## src/rtl/tbpoll_pkg.sv

```systemverilog
package tbpoll_pkg;

    // Status bit positions the device drives during an embedded operation
    localparam int TGL_BIT = 6;
    localparam int TMO_BIT = 5;

    typedef enum logic [2:0] {
        ST_IDLE,
        ST_PAIR_A,
        ST_PAIR_B,
        ST_CHK_A,
        ST_CHK_B,
        ST_RST_WR
    } poll_st_e;

    typedef enum logic [1:0] {
        V_OK,
        V_AGAIN,
        V_RECHECK,
        V_FAIL
    } verdict_e;

    // Outcome of the second read of a pair
    function automatic verdict_e judge_pair(input logic first6, input logic cur6,
                                            input logic cur5, input logic in_recheck,
                                            input logic limit_hit);
        verdict_e v;
        if (first6 == cur6)    v = V_OK;
        else if (in_recheck)   v = V_FAIL;
        else if (cur5)         v = V_RECHECK;
        else if (limit_hit)    v = V_FAIL;
        else                   v = V_AGAIN;
        return v;
    endfunction

endpackage

```

## src/rtl/tbpoll_limit.sv

```systemverilog
module tbpoll_limit #(
    parameter int MAX_PAIRS = 8
) (
    input  logic clk,
    input  logic rst,
    input  logic clear,
    input  logic step,
    output logic last
);
    generate
        if (MAX_PAIRS == 0) begin : g_off
            assign last = 1'b0;
        end else begin : g_on
            localparam int CW = $clog2(MAX_PAIRS + 1);
            logic [CW-1:0] cnt;

            always_ff @(posedge clk) begin
                if (rst || clear) cnt <= '0;
                else if (step)    cnt <= cnt + 1'b1;
            end

            // High while the pair in flight is the final one allowed
            assign last = (cnt == CW'(MAX_PAIRS - 1));
        end
    endgenerate
endmodule

```

## src/rtl/tbpoll_fsm.sv

```systemverilog
module tbpoll_fsm
    import tbpoll_pkg::*;
#(
    parameter int            DW        = 16,
    parameter int            AW        = 20,
    parameter logic [AW-1:0] POLL_ADDR = '0,
    parameter logic [AW-1:0] RST_ADDR  = '0,
    parameter logic [DW-1:0] RST_DATA  = DW'(16'h00F0)
) (
    input  logic          clk,
    input  logic          rst,
    input  logic          start,
    input  logic          abort,
    input  logic          bus_ack,
    input  logic [DW-1:0] bus_rdata,
    input  logic          lim_last,
    output logic          bus_req,
    output logic          bus_we,
    output logic [AW-1:0] bus_addr,
    output logic [DW-1:0] bus_wdata,
    output logic          busy,
    output logic          done,
    output logic          pass,
    output logic          lim_clear,
    output logic          lim_step
);
    poll_st_e state;
    logic     first6;
    verdict_e verdict;
    logic     took;

    assign verdict = judge_pair(first6, bus_rdata[TGL_BIT], bus_rdata[TMO_BIT],
                                state == ST_CHK_B, lim_last);
    assign took    = bus_ack && !abort;

    always_ff @(posedge clk) begin
        if (rst) begin
            state  <= ST_IDLE;
            first6 <= 1'b0;
            done   <= 1'b0;
            pass   <= 1'b0;
        end else begin
            done <= 1'b0;
            if (state == ST_IDLE) begin
                if (start) begin
                    state <= ST_PAIR_A;
                    pass  <= 1'b0;
                end
            end else if (abort) begin
                state <= ST_IDLE;
            end else if (bus_ack) begin
                unique case (state)
                    ST_PAIR_A: begin
                        first6 <= bus_rdata[TGL_BIT];
                        state  <= ST_PAIR_B;
                    end
                    ST_CHK_A: begin
                        first6 <= bus_rdata[TGL_BIT];
                        state  <= ST_CHK_B;
                    end
                    ST_PAIR_B, ST_CHK_B: begin
                        unique case (verdict)
                            V_OK: begin
                                state <= ST_IDLE;
                                done  <= 1'b1;
                                pass  <= 1'b1;
                            end
                            V_AGAIN:   state <= ST_PAIR_A;
                            V_RECHECK: state <= ST_CHK_A;
                            default:   state <= ST_RST_WR;
                        endcase
                    end
                    ST_RST_WR: begin
                        state <= ST_IDLE;
                        done  <= 1'b1;
                        pass  <= 1'b0;
                    end
                    default: state <= ST_IDLE;
                endcase
            end
        end
    end

    always_comb begin
        busy      = (state != ST_IDLE);
        bus_req   = busy;
        bus_we    = (state == ST_RST_WR);
        bus_addr  = bus_we ? RST_ADDR : POLL_ADDR;
        bus_wdata = bus_we ? RST_DATA : '0;
        lim_clear = (state == ST_IDLE) && start;
        lim_step  = (state == ST_PAIR_B) && took && (verdict == V_AGAIN);
    end
endmodule

```

## src/rtl/tbpoll_ctrl.sv

```systemverilog
module tbpoll_ctrl #(
    parameter int            DW        = 16,
    parameter int            AW        = 20,
    parameter logic [AW-1:0] POLL_ADDR = '0,
    parameter logic [AW-1:0] RST_ADDR  = '0,
    parameter logic [DW-1:0] RST_DATA  = DW'(16'h00F0),
    parameter int            MAX_PAIRS = 8
) (
    input  logic          clk,
    input  logic          rst,
    input  logic          start,
    input  logic          abort,
    output logic          bus_req,
    output logic          bus_we,
    output logic [AW-1:0] bus_addr,
    output logic [DW-1:0] bus_wdata,
    input  logic          bus_ack,
    input  logic [DW-1:0] bus_rdata,
    output logic          busy,
    output logic          done,
    output logic          pass
);
    logic lim_clear, lim_step, lim_last;

    tbpoll_fsm #(
        .DW(DW), .AW(AW), .POLL_ADDR(POLL_ADDR),
        .RST_ADDR(RST_ADDR), .RST_DATA(RST_DATA)
    ) fsm_i (
        .clk(clk), .rst(rst), .start(start), .abort(abort),
        .bus_ack(bus_ack), .bus_rdata(bus_rdata), .lim_last(lim_last),
        .bus_req(bus_req), .bus_we(bus_we), .bus_addr(bus_addr),
        .bus_wdata(bus_wdata), .busy(busy), .done(done), .pass(pass),
        .lim_clear(lim_clear), .lim_step(lim_step)
    );

    tbpoll_limit #(.MAX_PAIRS(MAX_PAIRS)) lim_i (
        .clk(clk), .rst(rst), .clear(lim_clear),
        .step(lim_step), .last(lim_last)
    );
endmodule

```

## config.mk

```make
export PLATFORM = sky130hd
export DESIGN_NAME = tbpoll_ctrl
export DESIGN_NICKNAME = d
export VERILOG_FILES = /design/src/rtl/tbpoll_pkg.sv /design/src/rtl/tbpoll_limit.sv /design/src/rtl/tbpoll_fsm.sv /design/src/rtl/tbpoll_ctrl.sv
export SDC_FILE = /design/constraint.sdc
export NUM_CORES = 1
export LEC_CHECK = 0
export BUFFER_PORTS_ARGS = -buffer_cell sky130_fd_sc_hd__buf_2
export CORE_UTILIZATION = 41
export DETAILED_ROUTE_END_ITERATION = 6
export PLACE_DENSITY = 0.79
export SLEW_MARGIN = 20
export SYNTH_ARGS = -nofsm -noshare
export SYNTH_HDL_FRONTEND = slang
export SYNTH_SLANG_ARGS = --single-unit
```

## constraint.sdc

```tcl
create_clock -name clk -period 2.1 [get_ports clk]
set_clock_uncertainty 0.2 [all_clocks]
set_input_delay 0.42 -clock clk [delete_from_list [all_inputs] [get_ports clk]]
set_output_delay 0.42 -clock clk [all_outputs]
set_load 0.03 [all_outputs]
```

==> out/results.ini, run 1 <==
[status]
status=finished clean

[power]
vdd_ir_drop_max_uv=213.3
p_per_area_nw_per_um2=587.9
power_leakage_nw=0.4237

[floorplan]
die_h_microns=49.56
die-area_sq_um=2456
die_w_microns=49.56
start_util_pct=45.40
core_sq_um=2042
fp-row-count=16
pin_count=62

[routing]
met3WireLength_microns=130
wl_per_cell_microns=9.966
first_pass_iters=4
vias_per_cell=4.689
wl_met2_microns=709
drt-met1-wl_microns=606
wirelength_microns=1475
drtAntennaViolNets=0
vias=694
drc=0
drtIter0Drc=11
topRoutingLayerUsed=met4

[sta]
worst_slack_ps=137.1
finalSetupViolations=0
fin_setup_tns_ps=0
finalHoldViolCount=0
fin_crit_sh_pct=93.47
rsz0062_at_grt=false
maxClockFrequency_mhz=509.4
slew_violations=0
min_period_ps=1963

[critical_path]
worst-path-buf-inv=1
cpPeakStageDelay_ps=570
cpMaxStageDelayCell=dfxtp_1
cp_top_family=flip-flops
cp.arrival_ps=1340
worstPathMaxFanout=14
path_class=flop to output port
reg2reg_depth=4
crit_path_start_kind=flop
crit_path_end_kind=output port
crit_chain=nor2b_1 -> and2_1 -> buf_2
crit_required_ps=1480
path_depth=3

[cells_and_area]
multi_input_area_sq_um=543.0
layout_common_cells=conb_1 (32), buf_2 (15), dfxtp_1 (8)
insertedDiodeCount=0
n_fill_cell=211
area_growth_pct=-2.699
regArea_sq_um=202.7
nets=144
drive_gt1_share_pct=20.66
final_common_cell=conb_1

[job]
drv_cap=0

[cts]
clkTransAtPathRegs_ps=80
cts_buffers=3
clkSinkCount=10
clock_path_buffers=2
tritoncts=built
postCtsSetupBuffers=0
clockRootBuffer=clkbuf_4
insertion_delay_ps=280
postCtsHoldBufs=0
htree_levels=1

[synth]
yosysWarnings=0
netlist_area_sq_um=927.1
synth-seq-cells=10
async_reset_ff_share_pct=0
ys_seq_area_share_pct=21.59
syn_avg_cell_area_sq_um=8.353
synth_cells=111
synth-main-ff-cell=dfxtp_1
synth_edf_count=0
yosysUniqueCellTypes=39

[global_route]
grt_pass1_wl_microns=2270
grt_start_max_net_pins=18
antenna_found_initial=0
grt_use_total_pct=12.10
grt_pass1_vias=550
grt-ovfl-total=0

[hold_path]
holdPathStages=2
hold_class=input port to flop

[placed_design]
place_hpwl_microns=1118
portBuffers=15
place.gp.congestion=0.7550
place_ws_ps=259.8

through the flow:
step	power, W	instances	instance area, sq um	hold WS (ps)	util, %
6_report	0.0005304	148	902.1	200.5	44.18
5_1_grt	0.0005534	148	902.1	207.3	44.18
4_1_cts	0.0005324	148	900.9	199.4	44.12
3_5_place_dp	0.0003486	144	863.3	273.7	42.28
3_3_place_gp	0.0003453	144	863.3	263.9	42.28
2_1_floorplan	0.0003740	142	1044	253.6	-
registers in the layout, summed over array words and instances (netlist names):
name	count
lim_i.g_on.cnt	4
fsm_i.state	3
fsm_i.pass	1
fsm_i.done	1
fsm_i.first6	1
path summary, 6_finish.rpt:
path | from | end | slack (ps)
setup / recovery | fsm_i.state[1] | bus_we | 140
hold / removal | rst | fsm_i.first6 | 200
setup reg to reg | fsm_i.state[1] | lim_i.g_on.cnt[3] | 300
hold reg to reg | lim_i.g_on.cnt[1] | lim_i.g_on.cnt[1] | 280
cell type report:
cell class,instances,share of cell area [%]
well taps,27,3.745
multi-input cells,90,60.19
flip-flops and latches,10,22.47
inverters,1,0.4161
repair buffers,16,9.154
clock buffers,4,4.022
synth_stat cells, drive strengths merged (2+ instances only):
| cell type | instances | area share [%] |
|---|---|---|
| nand2b | 3 | 2.0 |
| dfxtp | 10 | 22 |
| nand3 | 3 | 1.6 |
| o21bai | 3 | 2.4 |
| o21ai | 4 | 2.2 |
| nor2 | 7 | 2.8 |
| nor4b | 3 | 5.1 |
| xor2 | 2 | 1.9 |
| nor2b | 2 | 1.3 |
| o21a | 2 | 1.6 |
| or3 | 3 | 2.0 |
| nor3 | 4 | 2.2 |
| a21oi | 3 | 1.6 |
| buf | 40 | 32 |
power breakdown:
group	internal (W)	switching, W
sequential	0.000193	0.0000106
combinational	0.0000282	0.000113
clock	0.000106	0.0000796
total	0.000327	0.000204
kinds of logic (layout without fill, tap and decap cells):
family,after synthesis,count (layout),share of synthesized area (%)
AOI/OAI and AO/OA,20,20,15.12
muxes,1,1,1.080
other,1,32,0.4045
buffers and inverters,42,21,32.39
DFF,10,10,21.59
and+or+nand+nor,33,33,25.24
xor gates and xnor gates,3,3,2.835
adders and majority gates,1,1,1.349
layer usage:
metal / track usage, % / up-vias
met3: 2.469 / 3
met5: 0 / -
met2: 18.69 / 42
met4: 8.095 / 0
li1: - / 340
met1: 14.98 / 309
what timing repair did:
item / in CTS / in global routing
setup endpoints to repair: 5 / 4
resized for setup: 1 / 1
cloned: 0 / 0
pin swaps: 0 / 0
worst register-to-register path: cells and delay by family, from the launching register on:
| family | cells | cell delay, ps |
|---|---|---|
| flops | 1 | 570 |
| compound gates | 1 | 140 |
| simple gates | 3 | 840 |
Power figures use the tool's default switching activity.
==> run 2: changes to the inputs <==
Settings changed: SYNTH_HIERARCHICAL set to 1.
==> run 2 against run 1 <==
Net effect: utilization fell by 0.18 points; non-clock buffer count rose by 3; register-to-register slack worse by 220 ps; critical path depth up 4; highest routed layer unchanged; setup slack got worse by 59 ps; die area fell by 2.6%; first-iteration DRC count grew 9.1%; flip-flop and latch count is the same; global-route usage rose by 0.16 points; wire length down 5.7%; critical endpoint is now lim_i/g_on.cnt[3]; via count is 2.0% lower.
==> out/results.ini, run 2 <==
[status]
status=finished clean

[synth]
synthTopCellsByArea=buf_4 (31%), dfxtp_1 (22%), a21oi_1 (3.3%)
netlist.top_cell.by_area=buf_4
syn_avg_cell_area_sq_um=8.201  ; -1.8%
synth-main-ff-cell=dfxtp_1
netlist_top_cells_count=buf_4 (37), dfxtp_1 (10), nor2_1 (7)
yosysUniqueCellTypes=35  ; -10%
yosysWarnings=6  ; +6
synth_edf_count=0  ; unchanged
synth-seq-cells=10  ; unchanged
synth_cells=110  ; -0.90%
async_reset_ff_share_pct=0  ; unchanged
yosysMostFrequentCell=buf_4
netlist.area_leader.share_pct=30.79  ; +0.83 points
ys_seq_area_share_pct=22.19  ; +0.60 points
netlist_area_sq_um=902.1  ; -2.7%

[global_route]
grt_start_max_net_pins=12  ; -6
grt_use_total_pct=12.25  ; +0.16 points
antenna_found_initial=0  ; unchanged
grt_pass1_vias=547  ; -0.55%
grt-ovfl-total=0  ; unchanged
grt_pass1_wl_microns=2194  ; -3.3%

[sta]
min_period_ps=2022  ; +59.27 ps
slew_violations=0  ; unchanged
fin_setup_tns_ps=0  ; unchanged
finalSetupViolations=0  ; unchanged
finalHoldViolCount=0  ; unchanged
maxClockFrequency_mhz=494.5  ; -2.9%
rsz0062_at_grt=false
fin_crit_sh_pct=96.30  ; +2.8 points

[critical_path]
crit_path_end_kind=flop
cp.arrival_ps=1980  ; +640 ps
crit_required_ps=2060  ; +580 ps
crit_chain=ha_2 -> nand2_1 -> nor2_1 -> or4_4 -> nor2_2 -> nand4_1 -> mux2_1
cp_top_family=simple AND/OR/NAND/NOR gates
path_class=flop to flop
worstPathMaxFanout=3  ; -11
cpPeakStageDelay_ps=510  ; -60 ps
cpMaxStageDelayCell=or4_4
crit_path_start_kind=flop
worst-path-buf-inv=0  ; -1

[hold_path]
hold_class=input port to flop

[floorplan]
pin_count=62  ; unchanged
die_w_microns=48.91  ; -1.3%
die-area_sq_um=2392  ; -2.6%
core_sq_um=2022  ; -0.98%
fp-row-count=16  ; unchanged
die_h_microns=48.91  ; -1.3%
start_util_pct=44.62  ; -0.79 points

[cts]
clock_path_buffers=2  ; unchanged
tritoncts=built
postCtsHoldBufs=0  ; unchanged
htree_levels=1  ; unchanged
clockRootBuffer=clkbuf_4
insertion_delay_ps=270  ; about the same
clkSinkCount=10  ; unchanged
cts_buffers=3  ; unchanged
clkTransAtPathRegs_ps=70  ; about the same

[placed_design]
place.gp.congestion=0.7935  ; +5.1%
portBuffers=15  ; unchanged
place_hpwl_microns=1084  ; -3.1%
place_area_sq_um=845.8  ; -2.0%

[power]
vdd_ir_drop_max_uv=296.9  ; +39%
power_leakage_nw=0.4202  ; -0.83%
p_per_area_nw_per_um2=583.2  ; -0.81%

[cells_and_area]
area_growth_pct=-1.387
nets=147  ; +2.1%
insertedDiodeCount=0  ; unchanged
drive_gt1_share_pct=25.00  ; +4.3 points
fin_area_sq_um=889.6  ; -1.4%
layout_common_cells=conb_1 (32), buf_2 (15), dfxtp_1 (9)
regMostFlops=lim_i/g_on.cnt
n_fill_cell=203  ; -3.8%
reg_top3=lim_i/g_on.cnt x4, fsm_i/state x3
largest_reg_flops=4  ; unchanged
final_common_cell=conb_1

[routing]
drc=0  ; unchanged
vias_per_cell=4.503  ; -4.0%
wirelength_microns=1391  ; -5.7%
first_pass_iters=4  ; unchanged
drtIter0Drc=12  ; +1
vias=680  ; -2.0%
wl_per_cell_microns=9.212  ; -7.6%
drtAntennaViolNets=0  ; unchanged

[job]
drv_cap=0  ; unchanged

==> run 2: area by class of cell <==
class | count | area [sq um] | area share [%]
Timing Repair Buffer | 19 | 105.1 | 11.81
Sequential cell | 10 | 201.4 | 22.64
Inverter | 4 | 15.01 | 1.688
Clock buffer | 4 | 36.28 | 4.079
Tap cell | 27 | 33.78 | 3.797
Multi-Input combinational cell | 87 | 498.0 | 55.98
==> run 2: where the power goes <==
group | switching (W) | internal, W | total (W)
combinational | 0.000120 | 0.0000264 | 0.000146
sequential | 0.00000542 | 0.000193 | 0.000198
clock | 0.0000691 | 0.000105 | 0.000174
==> run 2: repair_timing <==
item,CTS,global route
setup endpoints to repair,0,2
resized for setup,0,3
buffers inserted,0,0
==> run 2: per-layer routing <==
metal  up-vias  part of all wire (%)  GRT usage, %
met5         -                     0             0
met3         4                   4.3         2.804
met1       311                    44         12.52
met4         0                   2.9         10.29
met2        31                    48         21.06
li1        334                     -             -
==> run 2: final timing paths <==
path                     start                 to  slack (ps)  cells after the start
max          lim_i/g_on.cnt[0]  lim_i/g_on.cnt[3]          80                      7
min                      abort     fsm_i/state[1]         190                      2
max reg2reg  lim_i/g_on.cnt[0]  lim_i/g_on.cnt[3]          80                      7
min reg2reg         fsm_i/pass         fsm_i/pass         310                      2
==> run 2: through the flow <==
stage / setup slack [ps] / hold slack, ps / util, % / total power (W) / cells
detailed placement: 50.45 / 305.8 / 41.83 / 0.0003464 / 147
CTS: 35.24 / 165.0 / 43.63 / 0.0005244 / 151
global placement: 84.13 / 310.6 / 41.83 / 0.0003437 / 147
finish: 77.79 / 186.5 / 44.00 / 0.0005188 / 151
floorplan: 28.42 / 287.5 / - / 0.0003746 / 141
global route: 4.307 / 181.9 / 44.00 / 0.0005451 / 151
==> run 2: cell families (layout without fill, tap and decap cells) <==
group / Yosys count / in the layout / synth area share, %
mux: 4 / 4 / 4.716
compound gates: 15 / 15 / 11.10
fa+ha+maj: 1 / 1 / 1.387
buf+inv: 44 / 27 / 36.48
xor+xnor: 3 / 3 / 3.746
simple gates: 32 / 32 / 19.97
flops: 10 / 10 / 22.19
other cells: 1 / 32 / 0.4157
==> run 3: changes to the inputs <==
--- a/config.mk
+++ b/config.mk
@@ -9,5 +9,5 @@
 export CORE_UTILIZATION = 41
 export DETAILED_ROUTE_END_ITERATION = 6
-export PLACE_DENSITY = 0.79
+export PLACE_DENSITY_LB_ADDON = 0.15
 export SLEW_MARGIN = 20
 export SYNTH_ARGS = -nofsm -noshare
==> constraint.sdc (replaced) <==
create_clock -name clk -period 2.1 [get_ports clk]
set_clock_uncertainty 0.2 [all_clocks]
set_input_delay 0.21 -clock clk [delete_from_list [all_inputs] [get_ports clk]]
set_output_delay 0.21 -clock clk [all_outputs]
set_load 0.03 [all_outputs]
==> run 3 against run 2 <==
Net effect: first-iteration DRC count is 50% lower; clock power hardly changed; total power is 0.57% higher; hold slack worse by 140 ps; count of clock-buffer cells in the layout stayed put; non-clock buffer count stayed put; sequential power hardly changed.
==> out/results.ini, run 3 (same netlist as run 2, synthesis figures left out) <==
[sta]
finalHoldViolCount=0  ; unchanged
rsz0062_at_grt=false
worst_slack_ps=44.04  ; -33.75 ps
min_period_ps=2056  ; +33.75 ps
maxClockFrequency_mhz=486.4  ; -1.6%
fin_crit_sh_pct=97.90  ; +1.6 points
fin_setup_tns_ps=0  ; unchanged
finalSetupViolations=0  ; unchanged
slew_violations=0  ; unchanged

[critical_path]
r2r_start=lim_i/g_on.cnt[1]
cpPeakStageDelay_ps=530  ; +20 ps
crit_required_ps=2050  ; about the same
crit_chain=ha_4 -> nand2_1 -> nor2_2 -> or4_4 -> nor2_2 -> nand4_1 -> mux2_4
cp.arrival_ps=2010  ; +30 ps
crit_path_end_kind=flop
r2r_setup_slack_ps=40  ; -30 ps
path_class=flop to flop
cp_top_family=simple AND/OR/NAND/NOR gates
path_depth=7  ; unchanged
reg2reg_depth=7  ; unchanged
cpMostUsedCell=nor2_2
cp-endpoint=lim_i/g_on.cnt[3]
cpMaxStageDelayCell=or4_4
crit_path_start_kind=flop
crit_start=lim_i/g_on.cnt[1]
reg2reg_to=lim_i/g_on.cnt[3]
worst-path-buf-inv=0  ; unchanged
worstPathMaxFanout=3  ; unchanged

[placed_design]
place_area_sq_um=838.3  ; -0.89%
portBuffers=15  ; unchanged
place.gp.congestion=0.7417  ; -6.5%
place_ws_ps=40.84  ; -9.619 ps
place_hpwl_microns=1078  ; -0.59%

[cts]
insertion_delay_ps=260  ; about the same
clock_path_buffers=2  ; unchanged
clkSinkCount=10  ; unchanged
cts_buffers=3  ; unchanged
clockRootBuffer=clkbuf_4
tritoncts=built
htree_levels=1  ; unchanged
clkTransAtPathRegs_ps=70  ; about the same

[power]
swShare_pct=37.70  ; +0.27 points
p_sw_w=0.0001967  ; +1.3%
sequentialPowerShare_pct=38.0  ; -0.2 points
clockPowerShare_pct=33.8  ; +0.2 points
p_per_area_nw_per_um2=565.8  ; -3.0%
internal-power_w=0.0003251  ; +0.14%
p_comb_share_pct=28.2  ; about the same
vdd_ir_drop_max_uv=229.1  ; -23%
power_leakage_nw=0.4385  ; +4.4%

[global_route]
grt_start_max_net_pins=12  ; unchanged
grt_pass1_vias=563  ; +2.9%
grt_pass1_wl_microns=2435  ; +11%
grt-ovfl-total=0  ; unchanged
antenna_found_initial=0  ; unchanged
grt_use_total_pct=12.83  ; +0.57 points

[routing]
drtAntennaViolNets=0  ; unchanged
vias=693  ; +1.9%
drtIter0Drc=6  ; -6
vias_per_cell=4.589  ; +1.9%
wl_per_cell_microns=9.616  ; +4.4%
drc=0  ; unchanged
wirelength_microns=1452  ; +4.4%
first_pass_iters=3  ; -1

[floorplan]
start_util_pct=44.62  ; unchanged
fp-row-count=16  ; unchanged
pin_count=62  ; unchanged
core_sq_um=2022  ; unchanged
die_w_microns=48.91  ; unchanged
die-area_sq_um=2392  ; unchanged
die_h_microns=48.91  ; unchanged

[hold_path]
hold_class=input port to flop
min_from=rst

[cells_and_area]
largest_reg_flops=4  ; unchanged
drive_gt1_share_pct=27.42  ; +2.4 points
nets=147  ; unchanged
n_fill_cell=208  ; +2.5%
layout_common_cells=conb_1 (32), buf_2 (14), dfxtp_1 (8)
insertedDiodeCount=0  ; unchanged
reg_top3=lim_i/g_on.cnt x4, fsm_i/state x3
final_common_cell=conb_1
area_growth_pct=2.219
fin_area_sq_um=922.1  ; +3.7%
regMostFlops=lim_i/g_on.cnt

[job]
drv_cap=0  ; unchanged

[status]
status=finished clean

-- run 3: power groups by stage --
stage | registers (W) | clock network [W] | logic, W
6_report | 0.000198 | 0.000177 | 0.000147
5_1_grt | 0.000199 | 0.000197 | 0.000159
4_1_cts | 0.000198 | 0.000183 | 0.000144
3_5_place_dp | 0.000203 | 0 | 0.000143
3_3_place_gp | 0.000203 | 0 | 0.000142
2_1_floorplan | 0.000200 | 0 | 0.000175
-- run 3: how the worst min path moves through the flow --
stage / cells past startpoint / end / slack, ps
6_report: 2 / fsm_i/state[0] / 50
4_1_cts: 2 / fsm_i/state[0] / 30
2_1_floorplan: 1 / fsm_i/state[2] / 80
3_3_place_gp: 2 / fsm_i/state[1] / 250
3_5_place_dp: 2 / fsm_i/state[1] / 260
5_1_grt: 2 / fsm_i/first6 / 50
-- run 3: worst register-to-register path, delay by kind of cell (launching register included) --
kind	cells	cell delay (ps)
simple gates	5	930
fa+ha+maj	1	160
mux	1	320
flops	1	340
-- run 3: repair_timing --
action / 4_1_cts / 5_1_grt
endpoints found under the hold margin: 1 / 0
endpoints found under the setup margin: 0 / 2
hold buffers: 1 / 0
resized for setup: 0 / 9
setup buffers: 0 / 1
-- run 3: stage by stage --
stage | util (%) | hold slack [ps] | instances | total power [W]
detailed placement | 41.46 | 262.3 | 146 | 0.0003453
global placement | 41.46 | 251.9 | 146 | 0.0003446
finish | 45.61 | 46.58 | 151 | 0.0005217
floorplan | - | 79.07 | 141 | 0.0003746
global route | 45.61 | 52.62 | 151 | 0.0005545
CTS | 43.75 | 32.91 | 151 | 0.0005257
-- run 3: per-layer routing --
metal	wire, microns	track usage, %	vias up
met4	13	5.882	0
met2	673	21.99	31
met5	0	0	-
li1	-	-	335
met1	699	16.26	325
met3	66	0.9346	2
-- run 3: layout make-up --
| type | count | area, sq um | area share (%) |
|---|---|---|---|
| Tap cell | 27 | 33.78 | 3.664 |
| Sequential cell | 10 | 202.7 | 21.98 |
| Inverter | 4 | 15.01 | 1.628 |
| Clock buffer | 4 | 36.28 | 3.935 |
| Timing Repair Buffer | 19 | 112.6 | 12.21 |
| Multi-Input combinational cell | 87 | 521.8 | 56.58 |
